## src/rtl/txu_pkg.sv

```systemverilog
package txu_pkg;

  localparam int unsigned TXU_HDR_BYTES = 6;
  localparam int unsigned TXU_ODD_BIT   = 13;
  localparam int unsigned TXU_ST_DONE   = 15;
  localparam int unsigned TXU_ST_LENERR = 14;
  localparam int unsigned TXU_ST_CNT_W  = 11;

  typedef enum logic [2:0] {
    ST_IDLE,
    ST_CNT,
    ST_CTL,
    ST_FILL,
    ST_SEND,
    ST_DONE
  } txu_state_e;

  // stored count with its lowest bit cleared
  function automatic logic [15:0] txu_even_count(input logic [15:0] raw);
    return {raw[15:1], 1'b0};
  endfunction

  // legal range check on an already evened count
  function automatic logic txu_count_ok(input logic [15:0] cnt, input int unsigned max_bytes);
    return (32'(cnt) >= TXU_HDR_BYTES) && (32'(cnt) <= max_bytes);
  endfunction

  // completion word written back to offset 0
  function automatic logic [15:0] txu_status_word(input logic err, input logic [15:0] sent);
    logic [15:0] w;
    w = '0;
    w[TXU_ST_DONE]   = 1'b1;
    w[TXU_ST_LENERR] = err;
    w[TXU_ST_CNT_W-1:0] = sent[TXU_ST_CNT_W-1:0];
    return w;
  endfunction

endpackage

```

## src/rtl/txu_len_decode.sv

```systemverilog
module txu_len_decode
  import txu_pkg::*;
#(
  parameter int unsigned ADDR_W    = 12,
  parameter int unsigned MAX_BYTES = 2048,
  localparam int unsigned CNT_W    = $clog2(MAX_BYTES + 1)
) (
  input  logic [15:0]       raw_count,
  output logic              count_ok,
  output logic [ADDR_W-1:0] word_total,
  output logic [CNT_W-1:0]  payload_even
);

  logic [15:0] even_c;

  assign even_c       = txu_even_count(raw_count);
  assign count_ok     = txu_count_ok(even_c, MAX_BYTES);
  assign word_total   = ADDR_W'(even_c >> 1);
  assign payload_even = CNT_W'(even_c - 16'(TXU_HDR_BYTES));

endmodule

```

## src/rtl/txu_engine.sv

```systemverilog
module txu_engine
  import txu_pkg::*;
#(
  parameter int unsigned ADDR_W    = 12,
  parameter int unsigned MAX_BYTES = 2048,
  localparam int unsigned CNT_W    = $clog2(MAX_BYTES + 1)
) (
  input  logic              clk,
  input  logic              rst_n,
  input  logic              start,
  input  logic [ADDR_W-1:0] base,
  output logic              rd_en,
  output logic [ADDR_W-1:0] rd_addr,
  input  logic [15:0]       rd_data,
  output logic              out_valid,
  output logic [7:0]        out_data,
  output logic              out_last,
  input  logic              out_ready,
  output logic              fin,
  output logic              fin_err,
  output logic [CNT_W-1:0]  fin_count,
  output logic [ADDR_W-1:0] fin_base,
  output logic              busy
);

  localparam logic [CNT_W-1:0]  ONE_C = CNT_W'(1);
  localparam logic [ADDR_W-1:0] ONE_A = ADDR_W'(1);
  localparam logic [ADDR_W-1:0] TWO_A = ADDR_W'(2);

  txu_state_e        state_q;
  logic [ADDR_W-1:0] base_q;
  logic [ADDR_W-1:0] ptr_q;
  logic [CNT_W-1:0]  words_left_q;
  logic [CNT_W-1:0]  rem_q;
  logic [CNT_W-1:0]  sent_q;
  logic [15:0]       hold_q;
  logic              hi_sel_q;
  logic [7:0]        ctl_lo_q;
  logic              err_q;

  logic              cnt_ok;
  logic [ADDR_W-1:0] cnt_words;
  logic [CNT_W-1:0]  cnt_payload;
  logic              byte_fire;
  logic              odd_flag;
  logic              more_words;

  txu_len_decode #(
    .ADDR_W   (ADDR_W),
    .MAX_BYTES(MAX_BYTES)
  ) u_len (
    .raw_count   (rd_data),
    .count_ok    (cnt_ok),
    .word_total  (cnt_words),
    .payload_even(cnt_payload)
  );

  assign byte_fire  = out_valid & out_ready;
  assign odd_flag   = rd_data[TXU_ODD_BIT];
  assign more_words = (words_left_q != '0);

  // read request generation
  always_comb begin
    rd_en   = 1'b0;
    rd_addr = ptr_q;
    unique case (state_q)
      ST_IDLE: begin
        if (start) begin
          rd_en   = 1'b1;
          rd_addr = base + ONE_A;
        end
      end
      ST_CNT: begin
        if (cnt_ok) begin
          rd_en   = 1'b1;
          rd_addr = base_q + cnt_words - ONE_A;
        end
      end
      ST_CTL: begin
        if (more_words) rd_en = 1'b1;
      end
      ST_SEND: begin
        if (byte_fire && hi_sel_q && (rem_q != ONE_C) && more_words) rd_en = 1'b1;
      end
      default: ;
    endcase
  end

  always_ff @(posedge clk or negedge rst_n) begin
    if (!rst_n) begin
      state_q      <= ST_IDLE;
      base_q       <= '0;
      ptr_q        <= '0;
      words_left_q <= '0;
      rem_q        <= '0;
      sent_q       <= '0;
      hold_q       <= '0;
      hi_sel_q     <= 1'b0;
      ctl_lo_q     <= '0;
      err_q        <= 1'b0;
    end else begin
      unique case (state_q)
        ST_IDLE: begin
          if (start) begin
            base_q  <= base;
            err_q   <= 1'b0;
            sent_q  <= '0;
            state_q <= ST_CNT;
          end
        end
        ST_CNT: begin
          if (!cnt_ok) begin
            err_q   <= 1'b1;
            state_q <= ST_DONE;
          end else begin
            words_left_q <= cnt_payload >> 1;
            rem_q        <= cnt_payload;
            ptr_q        <= base_q + TWO_A;
            state_q      <= ST_CTL;
          end
        end
        ST_CTL: begin
          ctl_lo_q <= rd_data[7:0];
          rem_q    <= rem_q + CNT_W'(odd_flag);
          if (more_words) begin
            ptr_q        <= ptr_q + ONE_A;
            words_left_q <= words_left_q - ONE_C;
            state_q      <= ST_FILL;
          end else if (odd_flag) begin
            hold_q   <= {8'h00, rd_data[7:0]};
            hi_sel_q <= 1'b0;
            state_q  <= ST_SEND;
          end else begin
            state_q <= ST_DONE;
          end
        end
        ST_FILL: begin
          hold_q   <= rd_data;
          hi_sel_q <= 1'b0;
          state_q  <= ST_SEND;
        end
        ST_SEND: begin
          if (byte_fire) begin
            rem_q  <= rem_q - ONE_C;
            sent_q <= sent_q + ONE_C;
            if (rem_q == ONE_C) begin
              state_q <= ST_DONE;
            end else if (hi_sel_q) begin
              if (more_words) begin
                ptr_q        <= ptr_q + ONE_A;
                words_left_q <= words_left_q - ONE_C;
                state_q      <= ST_FILL;
              end else begin
                hold_q   <= {8'h00, ctl_lo_q};
                hi_sel_q <= 1'b0;
              end
            end else begin
              hi_sel_q <= 1'b1;
            end
          end
        end
        ST_DONE: state_q <= ST_IDLE;
        default: state_q <= ST_IDLE;
      endcase
    end
  end

  assign out_valid = (state_q == ST_SEND);
  assign out_data  = hi_sel_q ? hold_q[15:8] : hold_q[7:0];
  assign out_last  = out_valid && (rem_q == ONE_C);
  assign fin       = (state_q == ST_DONE);
  assign fin_err   = err_q;
  assign fin_count = sent_q;
  assign fin_base  = base_q;
  assign busy      = (state_q != ST_IDLE);

endmodule

```

## src/rtl/txu_status_wr.sv

```systemverilog
module txu_status_wr
  import txu_pkg::*;
#(
  parameter int unsigned ADDR_W = 12,
  parameter int unsigned CNT_W  = 12
) (
  input  logic              clk,
  input  logic              rst_n,
  input  logic              fin,
  input  logic              fin_err,
  input  logic [CNT_W-1:0]  fin_count,
  input  logic [ADDR_W-1:0] fin_base,
  output logic              st_we,
  output logic [ADDR_W-1:0] st_addr,
  output logic [15:0]       st_data
);

  always_ff @(posedge clk or negedge rst_n) begin
    if (!rst_n) begin
      st_we   <= 1'b0;
      st_addr <= '0;
      st_data <= '0;
    end else begin
      st_we <= fin;
      if (fin) begin
        st_addr <= fin_base;
        st_data <= txu_status_word(fin_err, 16'(fin_count));
      end
    end
  end

endmodule

```

## src/rtl/txu_unpacker.sv

```systemverilog
module txu_unpacker
  import txu_pkg::*;
#(
  parameter int unsigned ADDR_W    = 12,
  parameter int unsigned MAX_BYTES = 2048
) (
  input  logic              clk,
  input  logic              rst_n,
  input  logic              start,
  input  logic [ADDR_W-1:0] start_base,
  output logic              busy,
  output logic              rd_en,
  output logic [ADDR_W-1:0] rd_addr,
  input  logic [15:0]       rd_data,
  output logic              tx_valid,
  output logic [7:0]        tx_data,
  output logic              tx_last,
  input  logic              tx_ready,
  output logic              st_we,
  output logic [ADDR_W-1:0] st_addr,
  output logic [15:0]       st_data
);

  localparam int unsigned CNT_W = $clog2(MAX_BYTES + 1);

  logic              start_ok;
  logic              eng_busy;
  logic              fin;
  logic              fin_err;
  logic [CNT_W-1:0]  fin_count;
  logic [ADDR_W-1:0] fin_base;
  logic              fin_err_ev;

  // no new frame while the previous status write is still going out
  assign start_ok   = start & ~st_we;
  assign fin_err_ev = fin & fin_err;

  txu_engine #(
    .ADDR_W   (ADDR_W),
    .MAX_BYTES(MAX_BYTES)
  ) u_eng (
    .clk      (clk),
    .rst_n    (rst_n),
    .start    (start_ok),
    .base     (start_base),
    .rd_en    (rd_en),
    .rd_addr  (rd_addr),
    .rd_data  (rd_data),
    .out_valid(tx_valid),
    .out_data (tx_data),
    .out_last (tx_last),
    .out_ready(tx_ready),
    .fin      (fin),
    .fin_err  (fin_err),
    .fin_count(fin_count),
    .fin_base (fin_base),
    .busy     (eng_busy)
  );

  txu_status_wr #(
    .ADDR_W(ADDR_W),
    .CNT_W (CNT_W)
  ) u_st (
    .clk      (clk),
    .rst_n    (rst_n),
    .fin      (fin),
    .fin_err  (fin_err),
    .fin_count(fin_count),
    .fin_base (fin_base),
    .st_we    (st_we),
    .st_addr  (st_addr),
    .st_data  (st_data)
  );

  assign busy = eng_busy | st_we;

endmodule

```

## config.mk

```make
export PLATFORM = sky130hd
export DESIGN_NAME = txu_unpacker
export DESIGN_NICKNAME = d
export VERILOG_FILES = /design/src/rtl/txu_pkg.sv /design/src/rtl/txu_len_decode.sv /design/src/rtl/txu_engine.sv /design/src/rtl/txu_status_wr.sv /design/src/rtl/txu_unpacker.sv
export SDC_FILE = /design/constraint.sdc
export NUM_CORES = 1
export LEC_CHECK = 0
export ABC_AREA = 1
export ABC_CLOCK_PERIOD_IN_PS = 1900
export BUFFER_PORTS_ARGS = -buffer_cell sky130_fd_sc_hd__buf_2
export CAP_MARGIN = 40
export CORE_UTILIZATION = 54
export DETAILED_ROUTE_END_ITERATION = 7
export PLACE_DENSITY = 0.74
export SLEW_MARGIN = 20
export SYNTH_ARGS = -nofsm -noshare
export SYNTH_HDL_FRONTEND = slang
export SYNTH_SLANG_ARGS = --single-unit
```

## constraint.sdc

```tcl
create_clock -name clk -period 1.9 [get_ports clk]
set_input_delay 0.095 -clock clk [delete_from_list [all_inputs] [get_ports clk]]
set_output_delay 0.095 -clock clk [all_outputs]
set_load 0.03 [all_outputs]
```

=== Word-level counts from Yosys, hierarchy flattened ===
Cells that the tools add are included.

* Register bits: 115
* Bits of input ports: 32

* Add/sub/neg operators: 10
* Order comparisons: 2
* Equal/unequal tests: 18
* Muxes and demuxes: 52
* Bitwise gates (word level): 4
* Reductions and logical operators: 20

{| class="wikitable"
|+ Operators with widths
! kind !! count
|-
| two-way mux 12 bit || 16
|-
| case mux 12 bit (3 select lines) || 3
|-
| two-way mux 16 bit || 6
|-
| case mux 12 bit (2 select lines) || 2
|-
| case mux 16 bit (3 select lines) || 1
|-
| adder 12 x 1 -> 12 bit, second input constant || 3
|-
| subtractor 12 x 1 -> 12 bit, second input constant || 3
|-
| two-way mux 3 bit || 7
|-
| greater-or-equal comparator 16 x 3 -> 1 bit, second input constant || 1
|-
| <= comparator 16 x 12 -> 1 bit, second input constant || 1
|-
| != test 2 bit, second input constant || 8
|-
| case mux 3 bit (5 select lines) || 1
|-
| adder 12 x 1 -> 12 bit || 1
|-
| adder 12 bit || 1
|-
| adder 12 x 2 -> 12 bit, second input constant || 1
|-
| equality test 12 x 1 -> 1 bit, second input constant || 1
|-
| two-way mux 1 bit || 12
|-
| != test 12 x 1 -> 1 bit, second input constant || 1
|-
| nonzero test 12 bit || 1
|-
| subtractor 12 x 3 -> 12 bit, second input constant || 1
|-
| AND reduction 5 bit || 2
|-
| AND reduction 3 bit || 3
|-
| nonzero test 3 bit || 3
|-
| two-way mux 8 bit || 1
|-
| 17 further kinds || 26
|}

=== Longest topological paths before layout ===
Gate-level depths: netlist of the first run.

* Word-level depth: 7
* Mapped depth: 15

=== Cells and area by module ===
Synthesis of the first run repeated with hierarchy kept, for this count alone.

* Cells, all modules: 1274
* Area, all modules: 8475.6 um2

{| class="wikitable"
|+ Modules (own cells, without submodules)
! module !! times used !! cells an instance !! area each (um2) !! sequential area each (um2)
|-
| txu_engine || 1 || 1071 || 6955.4 || 2227.1
|-
| txu_status_wr || 1 || 109 || 1038.5 || 650.6
|-
| txu_len_decode || 1 || 89 || 462.9 || 0.0
|-
| txu_unpacker || 1 || 5 || 18.8 || 0.0
|}

=== Worst setup path before layout of the first run ===
No wires, ideal clock.

* Path kind: register to output
* Start point: reg u_eng.base_q[1] (netlist: u_eng.fin_base[1])
* End point: out rd_addr[9]
* Data arrival time: 2156 ps
* Slack: -351 ps
* Stages on the path, launching flop included: 15
* Path buffers: 0
* Path through: dfrtp_1 > inv_1 > ha_1 > inv_1 > ha_1 > fa_1 > nand3_1 > nand3_1 > nand2_1 > nand2_1 > nand2_1 > nand2_1 > nand2_1 > nand3_1 > nand3_1

* Longest elaborated chain between the ends: 4

{| class="wikitable"
|+ Ends and longest elaborated chain
! element !! RTL line !! RTL
|-
| start, declared || txu_engine.sv:31 || <nowiki>logic [ADDR_W-1:0] base_q;</nowiki>
|-
| start signal, assigned || txu_engine.sv:105 || <nowiki>base_q <= base;</nowiki>
|-
| adder 12 bit || txu_engine.sv:76 || <nowiki>rd_addr = base_q + cnt_words - ONE_A;</nowiki>
|-
| subtractor 12 x 1 -> 12 bit || txu_engine.sv:76 ||
|-
| two-way mux 12 bit || txu_engine.sv:74 || <nowiki>if (cnt_ok) begin</nowiki>
|-
| case mux 12 bit (2 select lines) || txu_engine.sv:66 || <nowiki>unique case (state_q)</nowiki>
|-
| end, declared || txu_unpacker.sv:13 || <nowiki>output logic [ADDR_W-1:0] rd_addr,</nowiki>
|}

No other way between the ends.

=== Worst setup path after layout of the first run ===
* Start point: reg u_eng.base_q[1] (netlist: u_eng.fin_base[1])
* End point: out rd_addr[11]

Same word-level chain as after synthesis.

==> results.yml, run 1 <==
synth:
  ys_ff_latch: 114
  synthCells: 1198
  syn_area_um2: 8020
  ys_seq_area_frac: 0.356
  ys_types: 39
  syn_area_per_cell_um2: 6.69
  yosysWarningCount: 0
critical_path:
  worstSetupPathType: "flop to primary output"
  worstPathArrival_ns: 2.53
  worstPathRequired_ns: 1.80
  start_kind: "flop"
  end_kind: "primary output"
  worstPathMaxFanout: 4
global_routing:
  grt_max_degree: 53
  grt_pass1_wl_um: 41600
  grt_overflow_total: 0
  grt_pass1_vias: 8525
  track_usage: 0.362
  antenna_found_initial: 0
final_layout:
  stdcell_count: 1610
  fill_cells: 998
  design_area_um2: 11300
  final_util: 0.779
  antenna_cells: 0
  nNetsFinal: 1479
  multi_input_area_um2: 5120
  final_layout_size_suffix_gt1_frac: 0.295
  areaGrowthSynthToFinish_pct: 41.2
  regArea_um2: 2860
timing:
  period_share: 1.38
  fmax_mhz: 381
  rsz0062_at_grt: "yes"
  tightest_slew_ns: 0.666
  final_max_slew_viol_count: 0
  timing.final.ws_setup_ns: -0.726
  relSlewSlack: 0.556
  fin_crit_ns: 2.63
  setup_tns_ns: -6.45
  setup_viol: 14
  finalHoldViolations: 0
  clock_skew_ns: 0.00795
  holdWs_ns: 0.0189
placement:
  dp_cells: 1518
  dp_slack_ns: -0.326
  globalplace.congestion: 0.988
  dp_hpwl_um: 17800
  numPortBuffers: 81
  place_area_um2: 9430
floorplan:
  die_w_um: 124
  coreArea_um2: 14500
  ioPinCount: 85
  start_util: 0.552
  fp.dieH_um: 124
  rows: 44
  die_area_um2: 15300
routing:
  initialDrtViolationCount: 952
  dr.pass1.iters: 6
  vias_per_cell: 5.79
  via_count: 9321
  final_antenna_net_count: 0
  routed_wirelength_um: 28200
  wl_per_cell_um: 17.5
  drc: 0
status:
  violations: "negative setup slack"
  status: "complete, but fails checks"
clocking:
  clock_sinks: 114
  clk_path_buf_depth: 2
  clkTransAtPathRegs_ns: 0.05
  cts_tree: "built"
  cts_root_buffer: "clkbuf_16"
  clkLatencyLatePin_ns: 0.43
  ctsHtreeMaxLevel: 4
  numCtsBuffers: 17
job:
  cap_violations: 0
hold_path:
  hold_class: "input port to flop"
pwr:
  powerDensity_nw_per_um2: 1980
  vdd_ir_drop_max_uv: 1620
  power_mw: 22.4
  p_leak_nw: 5.76
cells by family after synthesis:
logic type	count (synthesis)	synth area share
and+or+nand+nor	676	0.361
buffers and inverters	194	0.0997
AOI/OAI and AO/OA	157	0.105
DFF	114	0.356
adders and majority gates	34	0.0540
xor gates and xnor gates	22	0.0240
other	1	0.000468
cell type report:
type                       count  area share
tap                          184      0.0203
multi-input combinational    892       0.453
sequential                   114       0.252
clock inverter                14      0.0179
inverter                     156      0.0531
clock buffer                  18      0.0388
timing repair buffer         232       0.165
report_power, final:
part,total [mW],internal (mW),switching [mW]
Clock,3.48,2.24,1.23
Sequential,4.39,3.49,0.898
Combinational,14.5,5.82,8.71
layer usage:
metal	part of all wire	wire length [um]	GRT usage	vias to the layer above
li1	-	-	-	4273
met1	0.37	10500	0.444	4318
met2	0.48	13400	0.600	577
met3	0.091	2550	0.0609	153
met4	0.061	1720	0.210	0
met5	0	0	0	-
path summary, 6_finish.rpt:
kind                                          startpoint                       endpoint  slack (ns)  depth (start not counted)
max                        u_eng.fin_base[1]$_DFFE_PN0P_                    rd_addr[11]       -0.73                         14
min                                        start_base[5]  u_eng.fin_base[5]$_DFFE_PN0P_        0.02                          3
max reg2reg                 u_eng.state_q[1]$_DFFE_PN0P_    u_eng.hold_q[9]$_DFFE_PN0P_       -0.02                         10
min reg2reg                  u_st.st_data[8]$_DFFE_PN0P_    u_st.st_data[8]$_DFFE_PN0P_        0.47                          2
max in group asynchronous                          rst_n    u_st.st_addr[8]$_DFFE_PN0P_        1.04                          3
min in group asynchronous                          rst_n     u_eng.rem_q[8]$_DFFE_PN0P_        0.20                          2
critical path, cell delays in order, from the launching register on:
cell and delay (ns):
dfrtp_1 0.36, inv_2 0.06, ha_4 0.26, inv_2 0.04
ha_4 0.16, fa_2 0.42, buf_4 0.16, nand3_2 0.07
nand3_1 0.08, nand2_1 0.07, nand2_1 0.05, nand2_1 0.07
nand3_2 0.09, nand3_4 0.07, buf_6 0.13
synthesized netlist by cell type (all sizes together):
| cell type | n | share of area |
|---|---|---|
| a211oi | 1 | 0.00094 |
| a21oi | 27 | 0.017 |
| a31oi | 1 | 0.00078 |
| buf | 26 | 0.021 |
| clkbuf | 12 | 0.0056 |
| clkinv | 1 | 0.00047 |
| conb | 1 | 0.00047 |
| dfrtp | 114 | 0.36 |
| fa | 1 | 0.0025 |
| ha | 33 | 0.051 |
| inv | 155 | 0.073 |
| nand2 | 402 | 0.19 |
| nand3 | 132 | 0.083 |
| nand3b | 7 | 0.0066 |
| nand4 | 15 | 0.012 |
| nor2 | 93 | 0.049 |
| nor3 | 23 | 0.016 |
| o211ai | 1 | 0.00094 |
| o21ai | 120 | 0.079 |
| o21bai | 3 | 0.0028 |
| o22ai | 2 | 0.0016 |
| o31ai | 2 | 0.0019 |
| or2 | 4 | 0.0031 |
| xnor2 | 6 | 0.0066 |
| xor2 | 16 | 0.017 |
state kept, by name, summed over array words and instances, names as in the netlist, 8 cells and up:
name,count
u_eng.fin_base,12
u_eng.ptr_q,12
u_st.st_addr,12
u_st.st_data,13
u_eng.words_left_q,12
u_eng.ctl_lo_q,8
u_eng.hold_q,16
u_eng.fin_count,11
u_eng.rem_q,12
cell usage in the layout, fill, tap and decap left out, types with 18 or more instances in the layout:
cell type,instances
a21oi_1,21
buf_2,67
buf_4,114
buf_6,23
clkbuf_16,19
dfrtp_1,110
ha_4,18
inv_1,122
inv_2,29
nand2_1,369
nand2_2,21
nand3_1,102
nand3_2,24
nor2_1,66
nor3_1,20
o21ai_0,84
o21ai_1,26
timing repair:
item	in CTS	in global routing
endpoints found under the setup margin	22	66
gates resized for setup	121	69
pin swaps	40	24
hold buffers	15	0
cloned	1	3
endpoints found under the hold margin	50	0
buffers inserted	30	13
Note: power is estimated with default switching activity, not from simulation.
==> inputs of run 2 (changes only) <==
- ABC_CLOCK_PERIOD_IN_PS: 1900 -> 3100
- CORE_UTILIZATION: 54 -> 65
- PLACE_DENSITY: 0.74 -> 0.94
- clock period: 1.9 -> 3.1 ns (I/O delays scaled with it)
==> run 2 against run 1 <==
The flow now finishes without violations; cell count decreased by 10%; critical path depth unchanged; worst hold slack got worse by 0.018 ns; die area decreased by 17%; via count decreased by 7.7%; sequential power decreased by 37%; clock skew increased by 0.0027 ns; combinational power decreased by 60%; total power decreased by 54%; setup slack improved by 0.89 ns.
==> results.yml, run 2 (synthesis results as in run 1) <==
routing:
  vias_per_cell: 5.96
  initialDrtViolationCount: 1079
  routed_wirelength_um: 23600
  wl_per_cell_um: 16.3
  drc: 0
  final_antenna_net_count: 0
  via_count: 8603
  dr.pass1.iters: 6
final_layout:
  fill_cells: 854
  regMostFlops: "u_eng.hold_q"
  largest_reg_flops: 16
  multi_input_area_um2: 4380
  nNetsFinal: 1348
  final_layout_size_suffix_gt1_frac: 0.128
  final_common_cell: "nand2_1"
  reg_top3: "u_eng.hold_q x16, u_st.st_data x13"
  regArea_um2: 2850
  areaGrowthSynthToFinish_pct: 14.0
  layout_common_cells: "nand2_1, inv_1, nand3_1, dfrtp_1, o21ai_0"
  design_area_um2: 9140
  final_util: 0.761
timing:
  holdWs_ns: 0.000514
  relSlewSlack: 0.503
  tightest_slew_ns: 0.744
  period_share: 0.948
  fmax_mhz: 340
  clock_skew_ns: 0.0106
  rsz0062_at_grt: "no"
  final_max_slew_viol_count: 0
  finalHoldViolations: 0
  fin_crit_ns: 2.94
  setup_tns_ns: 0
  setup_viol: 0
hold_path:
  min_from: "rd_data[0]"
  min_to: "u_eng.ctl_lo_q[0]$_DFFE_PN0P_"
  hold_path_depth: 3
  hold_class: "input port to flop"
floorplan:
  fp.dieH_um: 113
  ioPinCount: 85
  die_w_um: 113
  die_area_um2: 12800
  rows: 40
  start_util: 0.668
  coreArea_um2: 12000
clocking:
  clkLatencyLatePin_ns: 0.44
  numCtsBuffers: 17
  cts_setup_buffers: 0
  cts_root_buffer: "clkbuf_16"
  cts_tree: "built"
  clk_path_buf_depth: 2
  ctsHtreeMaxLevel: 4
  clock_sinks: 114
  clkTransAtPathRegs_ns: 0.06
placement:
  numPortBuffers: 81
  globalplace.congestion: 1.01
  dp_hpwl_um: 16700
  place_area_um2: 8470
job:
  cap_violations: 0
global_routing:
  grt_pass1_vias: 8146
  grt_pass1_wl_um: 38500
  antenna_found_initial: 1
  grt_max_degree: 60
  grt_overflow_total: 0
  track_usage: 0.390
critical_path:
  worstPathMaxFanout: 5
  slowest_stage: "dfrtp_1"
  end_kind: "primary output"
  worstSetupPathType: "flop to primary output"
  max_stage_delay_ns: 0.42
  r2r_slack_ns: 0.60
  r2r_end: "u_eng.hold_q[9]$_DFFE_PN0P_"
  reg2reg_depth: 8
  crit_path_frequent_cell: "nand2_1"
  start_kind: "flop"
  critical_path_buf_inv_count: 4
  worstPathRequired_ns: 2.94
  path_cells: "inv_1, ha_1, inv_1, ha_1, nand2_1, inv_1, a21oi_1, nand3_1, nand2_1, nand2_1, nand2_1, nand3_1, nand3_1, buf_2"
  crit_family: "adder cells"
  worstPathArrival_ns: 2.78
  regToRegStartpoint: "u_eng.state_q[1]$_DFFE_PN0P_"
status:
  status: "complete, no violations"
pwr:
  vdd_ir_drop_max_uv: 705
  power_mw: 10.4
  p_leak_nw: 4.84
  powerDensity_nw_per_um2: 1140
## run 2: cell count changes in the layout (fill, tap and decap cells not counted), sizes merged
cell         delta
clkinv          +1
buf           -127
diode           +1
bufinv          -4
inv             +1
dlygate4sd3     -2
clkbuf          -3
clkinvlp        +3
## run 2: tightest hold or removal path, delay by kind of cell
kind            cells  cell delay, ns
compound gates      1            0.08
buf+inv             2            0.15
## run 2: layout make-up
cell class | instances | share of cell area
flip-flops and latches | 114 | 0.312
multi-input cells | 892 | 0.479
clock buffers | 17 | 0.0465
diodes | 1 | 0.000274
inverters | 156 | 0.0643
clock inverters | 15 | 0.0118
repair buffers | 101 | 0.0660
well taps | 147 | 0.0201
## run 2: worst max-delay path by stage
stage                             startpoint           to  depth (start not counted)
3_3_place_gp   u_eng.fin_base[1]$_DFFE_PN0P_   rd_addr[9]                         15
3_5_place_dp   u_eng.fin_base[1]$_DFFE_PN0P_   rd_addr[9]                         15
4_1_cts        u_eng.fin_base[1]$_DFFE_PN0P_   rd_addr[9]                         15
6_report       u_eng.fin_base[8]$_DFFE_PN0P_  rd_addr[10]                         14
5_1_grt        u_eng.fin_base[4]$_DFFE_PN0P_   rd_addr[6]                         13
2_1_floorplan  u_eng.fin_base[1]$_DFFE_PN0P_   rd_addr[9]                         14
## run 2: through the flow
step                setup slack [ns]  instances
floorplan                      0.789       1200
global placement               0.676       1397
detailed placement             0.626       1397
CTS                            0.163       1442
global route                  0.0282       1443
finish                         0.161       1443
## run 2: layer usage
layer,GRT usage,vias to the layer above,share of wire
li1,-,4008,-
met1,0.475,3882,0.38
met2,0.606,572,0.46
met3,0.113,141,0.10
met4,0.259,0,0.060
met5,0,-,0
## run 2: repair_timing
item	4_1_cts	5_1_grt
resized for setup	0	1
endpoints found under the hold margin	70	0
setup endpoints to repair	0	1
hold buffers	13	0
## run 2: power by group
| part | total (mW) | switching, mW | leakage [nW] | internal (mW) |
|---|---|---|---|---|
| clock | 1.77 | 0.756 | 0.256 | 1.02 |
| sequential | 2.76 | 0.624 | 1.45 | 2.13 |
| combinational | 5.85 | 4.08 | 3.13 | 1.77 |
